### config.mk
export PLATFORM = sky130hd
export DESIGN_NAME = ireg_bridge
export DESIGN_NICKNAME = d
export VERILOG_FILES = /design/src/rtl/ireg_bridge_pkg.sv /design/src/rtl/ireg_cmd_capture.sv /design/src/rtl/ireg_access_seq.sv /design/src/rtl/ireg_rdata_hold.sv /design/src/rtl/ireg_bridge.sv
export SDC_FILE = /design/constraint.sdc
export NUM_CORES = 1
export LEC_CHECK = 0
export ABC_AREA = 1
export BUFFER_PORTS_ARGS = -buffer_cell sky130_fd_sc_hd__buf_2
export CAP_MARGIN = 25
export CORE_ASPECT_RATIO = 2
export CORE_UTILIZATION = 42
export DETAILED_ROUTE_END_ITERATION = 10
export PLACE_DENSITY_LB_ADDON = 0.3
export SYNTH_ARGS = -nofsm -noshare
export SYNTH_HDL_FRONTEND = slang
export SYNTH_HIERARCHICAL = 1
export SYNTH_SLANG_ARGS = --single-unit
### constraint.sdc
create_clock -name clk -period 1.7 [get_ports clk]
set_input_delay 0.34 -clock clk [delete_from_list [all_inputs] [get_ports clk]]
set_output_delay 0.34 -clock clk [all_outputs]
set_load 0.01 [all_outputs]
### src/rtl/ireg_bridge_pkg.sv
package ireg_bridge_pkg;
   // Outer command/readback word geometry; the host decodes these positions.
   localparam int unsigned WORD_W     = 32;
   localparam int unsigned ADDR_LSB   = 0;
   localparam int unsigned WDATA_LSB  = 8;
   localparam int unsigned WE_BIT     = 16;
   localparam int unsigned BUSY_BIT   = 23;
   localparam int unsigned RDATA_LSB  = 24;
   localparam int unsigned FIELD_W    = 8;

   typedef struct packed {
      logic       we;
      logic [7:0] wdata;
      logic [7:0] addr;
   } ireg_cmd_t;
endpackage

### src/rtl/ireg_cmd_capture.sv
module ireg_cmd_capture
   import ireg_bridge_pkg::*;
#(
   parameter int unsigned ADDR_W = 8,
   parameter int unsigned DATA_W = 8
) (
   input  logic              clk,
   input  logic              rst_n,
   input  logic              host_wr_en,
   input  logic [WORD_W-1:0] host_wr_data,
   input  logic              busy,
   output logic              start,
   output ireg_cmd_t         cmd
);
   localparam int unsigned HI_LSB = WE_BIT + 1;

   ireg_cmd_t cmd_d;
   logic      accept;
   logic [WORD_W-1:HI_LSB] unused_hi;

   assign unused_hi = host_wr_data[WORD_W-1:HI_LSB];

   always_comb begin
      cmd_d.addr  = host_wr_data[ADDR_LSB  +: ADDR_W];
      cmd_d.wdata = host_wr_data[WDATA_LSB +: DATA_W];
      cmd_d.we    = host_wr_data[WE_BIT];
   end

   assign accept = host_wr_en && !busy;
   assign start  = accept;

   always_ff @(posedge clk) begin
      if (!rst_n) begin
         cmd <= '0;
      end else if (accept) begin
         cmd <= cmd_d;
      end
   end


   cmd_hold_chk: assert property (@(posedge clk) disable iff (!rst_n)
      (host_wr_en && busy) |=> $stable(cmd));
endmodule

### src/rtl/ireg_access_seq.sv
module ireg_access_seq #(
   parameter int unsigned ACCESS_CYCLES = 4
) (
   input  logic clk,
   input  logic rst_n,
   input  logic start,
   output logic busy,
   output logic last
);
   if (ACCESS_CYCLES == 1) begin : g_single
      logic busy_q;
      always_ff @(posedge clk) begin
         if (!rst_n) busy_q <= 1'b0;
         else        busy_q <= start;
      end
      assign busy = busy_q;
      assign last = busy_q;
   end else begin : g_count
      localparam int unsigned CNT_W = $clog2(ACCESS_CYCLES + 1);
      localparam logic [CNT_W-1:0] CNT_LOAD = CNT_W'(ACCESS_CYCLES);
      logic [CNT_W-1:0] cnt_q;
      always_ff @(posedge clk) begin
         if (!rst_n)              cnt_q <= '0;
         else if (start)          cnt_q <= CNT_LOAD;
         else if (cnt_q != '0)    cnt_q <= cnt_q - 1'b1;
      end
      assign busy = (cnt_q != '0);
      assign last = (cnt_q == CNT_W'(1));
   end


   busy_rise_chk: assert property (@(posedge clk) disable iff (!rst_n)
      start |=> busy);

   busy_end_chk: assert property (@(posedge clk) disable iff (!rst_n)
      (last && !start) |=> !busy);

   commit_in_busy_chk: assert property (@(posedge clk) disable iff (!rst_n)
      last |-> busy);
endmodule

### src/rtl/ireg_rdata_hold.sv
module ireg_rdata_hold #(
   parameter int unsigned DATA_W = 8
) (
   input  logic              clk,
   input  logic              rst_n,
   input  logic              last,
   input  logic              we,
   input  logic [DATA_W-1:0] inner_rdata,
   output logic [DATA_W-1:0] rdata
);
   logic take;
   assign take = last && !we;

   always_ff @(posedge clk) begin
      if (!rst_n)    rdata <= '0;
      else if (take) rdata <= inner_rdata;
   end


   rdata_keep_chk: assert property (@(posedge clk) disable iff (!rst_n)
      !(last && !we) |=> $stable(rdata));

   rdata_load_chk: assert property (@(posedge clk) disable iff (!rst_n)
      (last && !we) |=> (rdata == $past(inner_rdata)));
endmodule

### src/rtl/ireg_bridge.sv
module ireg_bridge
   import ireg_bridge_pkg::*;
#(
   parameter int unsigned ADDR_W        = 8,
   parameter int unsigned DATA_W        = 8,
   parameter int unsigned ACCESS_CYCLES = 4
) (
   input  logic              clk,
   input  logic              rst_n,
   input  logic              host_wr_en,
   input  logic [31:0]       host_wr_data,
   output logic [31:0]       host_word,
   output logic              inner_sel,
   output logic              inner_commit,
   output logic              inner_we,
   output logic [ADDR_W-1:0] inner_addr,
   output logic [DATA_W-1:0] inner_wdata,
   input  logic [DATA_W-1:0] inner_rdata
);
   localparam int unsigned GAP_LSB = WE_BIT + 1;
   localparam int unsigned GAP_W   = BUSY_BIT - GAP_LSB;

   if (ADDR_W != FIELD_W) begin : g_bad_addr
      $error("ireg_bridge: ADDR_W must match the 8-bit address field");
   end
   if (DATA_W != FIELD_W) begin : g_bad_data
      $error("ireg_bridge: DATA_W must match the 8-bit data fields");
   end
   if (ACCESS_CYCLES < 1) begin : g_bad_lat
      $error("ireg_bridge: ACCESS_CYCLES must be at least 1");
   end

   ireg_cmd_t         cmd;
   logic              start;
   logic              busy;
   logic              last;
   logic [DATA_W-1:0] rdata;

   ireg_cmd_capture #(.ADDR_W(ADDR_W), .DATA_W(DATA_W)) u_cap (
      .clk          (clk),
      .rst_n        (rst_n),
      .host_wr_en   (host_wr_en),
      .host_wr_data (host_wr_data),
      .busy         (busy),
      .start        (start),
      .cmd          (cmd)
   );

   ireg_access_seq #(.ACCESS_CYCLES(ACCESS_CYCLES)) u_seq (
      .clk   (clk),
      .rst_n (rst_n),
      .start (start),
      .busy  (busy),
      .last  (last)
   );

   ireg_rdata_hold #(.DATA_W(DATA_W)) u_rd (
      .clk         (clk),
      .rst_n       (rst_n),
      .last        (last),
      .we          (cmd.we),
      .inner_rdata (inner_rdata),
      .rdata       (rdata)
   );

   assign inner_sel    = busy;
   assign inner_commit = last;
   assign inner_we     = cmd.we;
   assign inner_addr   = cmd.addr;
   assign inner_wdata  = cmd.wdata;

   always_comb begin
      host_word                             = '0;
      host_word[ADDR_LSB  +: FIELD_W]       = cmd.addr;
      host_word[WDATA_LSB +: FIELD_W]       = cmd.wdata;
      host_word[WE_BIT]                     = cmd.we;
      host_word[GAP_LSB +: GAP_W]           = '0;
      host_word[BUSY_BIT]                   = busy;
      host_word[RDATA_LSB +: FIELD_W]       = rdata;
   end


   inner_stable_chk: assert property (@(posedge clk) disable iff (!rst_n)
      (inner_sel && $past(inner_sel) && !$past(inner_commit))
         |-> ($stable(inner_addr) && $stable(inner_we) && $stable(inner_wdata)));

   gap_zero_chk: assert property (@(posedge clk) disable iff (!rst_n)
      host_word[GAP_LSB +: GAP_W] == '0);

   reset_idle_chk: assert property (@(posedge clk)
      !rst_n |=> (host_word == '0));
endmodule

==> flow_metrics.env <==
export IMPL_status="finished clean"
export IMPL_max_cap_violations=0
export IMPL_synth_seq_cells=28
export IMPL_syn_area_per_cell_um2=6.87
export IMPL_die_area_mm2=0.00384
export IMPL_drc=0
export IMPL_cp_required_ns=1.36
export IMPL_nFillCells=372
export IMPL_cts_root_buf="clkbuf_8"
export IMPL_synth_xor_area_share_pct=0
export IMPL_nets=318
export IMPL_fin_hold_ws_ns=0.369
export IMPL_p_sw_mw=1.14
export IMPL_synth_compound_area_share_pct=0.665
export IMPL_fmax_mhz=626
export IMPL_p_comb_share_pct=48.7
export IMPL_worstRegToRegCells=7
export IMPL_clock_sinks=28
export IMPL_hold_class="input port to flop"
export IMPL_rsz0062_at_grt="no"
export IMPL_overflow=0
export IMPL_first_iter_violations=16
export IMPL_muxShareOfSynthArea_pct=0
export IMPL_rows=30
export IMPL_min_to="u_cap/cmd[9]"
export IMPL_critPathSlowestCell="dfxtp_1"
export IMPL_p_int_mw=1.62
export IMPL_wl_per_cell_um=8.66
export IMPL_report_final_slew_viol_count=0
export IMPL_power_per_cell_area_mw_per_mm2=1560
export IMPL_criticalPathCategory="flop to primary output"
export IMPL_r2r_setup_slack_ns=0.28
export IMPL_setup_violations=0
export IMPL_grt_max_degree=20
export IMPL_yosysWarningCount=6
export IMPL_finalCriticalPeriod_ns=1.60
export IMPL_leakage_nw=1.07
export IMPL_synth_cells=219
export IMPL_coreArea_mm2=0.00342
export IMPL_swShare_pct=41.3
export IMPL_die_x_um=44.3
export IMPL_cts_tree="yes"
export IMPL_cts_buffers=3
export IMPL_critPathArrivalTime_ns=1.26
export IMPL_vias=1325
export IMPL_viasPerCell=4.15
export IMPL_clkSlewWorstSetupHoldPaths_ns=0.09
export IMPL_ys_seq_area_share_pct=37.2
export IMPL_grt_pass1_vias=1130
export IMPL_routed_wl_um=2760
export IMPL_grt_pass1_wl_um=4590
export IMPL_pwr_share_seq_pct=36.9
export IMPL_cts_resized=0
export IMPL_slowest_delay_ns=0.36
export IMPL_place_hpwl_um=2180
export IMPL_io_pin_count=94
export IMPL_cts_buffer_depth=2
export IMPL_setup_tns_ns=0
export IMPL_numPortBuffers=72
export IMPL_power_frac_clock_pct=14.4
export IMPL_htree_levels=1
export IMPL_ir_worst_vdd_mv=1.12
export IMPL_ant_nets=0
export IMPL_hold_path_startpoint="host_wr_data[9]"
export IMPL_cp_end_kind="primary output"
export IMPL_antenna_found_initial=0
export IMPL_rr_startpoint="u_seq/g_count.cnt_q[0]"
export IMPL_crit_fanout=7
export IMPL_clock_skew_ns=0.00145
export IMPL_synth_area_mm2=0.00151
export IMPL_critical_path_startpoint_type="flop"
export IMPL_firstDrtPassIters=4
export IMPL_multi_input_area_um2=572
export IMPL_start_util_pct=44.1
export IMPL_diodes=0
export IMPL_hold_viol_final=0
export IMPL_drive_above_1_share_pct=33.2
export IMPL_cts_setup_buffers=0
export IMPL_synth_top_family_by_area="simple AND/OR/NAND/NOR gates"
export IMPL_yosys_area_share_simple_pct=33.3
export IMPL_synthToLayoutAreaGrowth_pct=17.8
export IMPL_cp_cell_sequence="inv_1 > ha_1 > nand2_4 > buf_2"
export IMPL_synth_fa_ha_area_share_pct=2.49
export IMPL_grtUsageTotal_pct=15.5
export IMPL_hold_path_depth=5
export IMPL_insertion_delay_ns=0.26
export IMPL_period_share_pct=93.9
export IMPL_yosysUniqueCellTypes=18
export IMPL_gp_congestion=0.683
export IMPL_fp_dieH_um=86.7
export IMPL_worstReg2RegEnd="u_seq/g_count.cnt_q[1]"
export IMPL_regArea_um2=561
export IMPL_ctsHoldBuffers=0
## cell usage in the layout (no fill, tap or decap)
cell       n
ha_1       3
o21ai_1    2
inv_1     32
nor2_1    58
conb_1     6
buf_2     72
nand2_1   28
nand2_4    1
dfxtp_1   28
nor2_8     1
nand3_2    1
inv_2      6
nor2_4     1
clkbuf_8   4
buf_4      3
nand3_1   24
nor2_2     1
## worst max-delay path by stage
stage | start | end | depth (start not counted)
2_1_floorplan | u_seq/g_count.cnt_q[1] | u_rd/rdata[0] | 9
3_3_place_gp | u_seq/g_count.cnt_q[0] | u_seq/g_count.cnt_q[1] | 7
3_5_place_dp | u_seq/g_count.cnt_q[0] | u_seq/g_count.cnt_q[1] | 7
4_1_cts | u_seq/g_count.cnt_q[0] | host_word[23] | 4
5_1_grt | u_seq/g_count.cnt_q[0] | inner_sel | 4
6_report | u_seq/g_count.cnt_q[0] | inner_sel | 4
## Yosys cell counts
| cell type | instances | share of area [%] |
|---|---|---|
| buf_2 | 1 | 0.33 |
| buf_4 | 26 | 13 |
| buf_6 | 4 | 3.0 |
| clkbuf_1 | 1 | 0.25 |
| conb_1 | 1 | 0.25 |
| dfxtp_1 | 28 | 37 |
| ha_1 | 3 | 2.5 |
| inv_1 | 32 | 8.0 |
| inv_2 | 6 | 1.5 |
| nand2_1 | 28 | 7.0 |
| nand2_4 | 1 | 0.75 |
| nand3_1 | 24 | 8.0 |
| nand3_2 | 1 | 0.67 |
| nor2_1 | 58 | 14 |
| nor2_2 | 1 | 0.42 |
| nor2_4 | 1 | 0.75 |
| nor2_8 | 1 | 1.3 |
| o21ai_1 | 2 | 0.67 |
## critical path, delay by kind of cell (launching register included)
kind	cells	cell delay, ns
flops	1	0.36
fa+ha+maj	1	0.25
buf+inv	2	0.24
simple gates	1	0.14
## sequential cells by signal (all words and copies together) (netlist names)
| register | cells |
|---|---|
| u_cap/cmd | 17 |
| u_rd/rdata | 8 |
| u_seq/g_count.cnt_q | 3 |
## power by group through the flow
stage | registers (mW) | logic, mW | clock network (mW)
3_3_place_gp | 1.03 | 1.34 | 0
6_report | 1.02 | 1.35 | 0.397
3_5_place_dp | 1.04 | 1.36 | 0
5_1_grt | 1.06 | 1.53 | 0.434
4_1_cts | 1.03 | 1.36 | 0.417
2_1_floorplan | 1.13 | 1.03 | 0
## cell type report
type / instances / area share [%]
timing repair buffer: 75 / 21.6
multi-input combinational: 126 / 32.3
sequential: 28 / 31.6
clock buffer: 4 / 3.11
inverter: 38 / 8.05
tap: 48 / 3.39
## logic make-up (layout without fill, tap and decap cells)
kind of cell,Yosys count,after routing
simple gates,115,115
fa+ha+maj,3,3
other cells,1,6
buf+inv,70,117
flops,28,28
compound gates,2,2
## metal layers
layer  global-route usage [%]  part of all wire [%]  routed length [µm]  vias to the layer above
met1                     16.5                    40                1100                      566
met3                     2.50                   5.0                 139                        2
met5                        0                     0                   0                        -
met4                     5.79                  0.90                  25                        0
met2                     28.7                    54                1490                       43
li1                         -                     -                   -                      714
## metrics by stage
stage	worst slack [ns]	instances	utilization [%]	area (µm²)	power (mW)
2_1_floorplan	0.406	224	-	1520	2.17
3_3_place_gp	0.317	315	50.3	1720	2.38
3_5_place_dp	0.293	315	50.3	1720	2.40
4_1_cts	0.0926	319	51.9	1770	2.81
5_1_grt	0.0112	319	51.9	1770	3.03
6_report	0.104	319	51.9	1770	2.76
No activity file was read; power rests on OpenSTA's default activity.
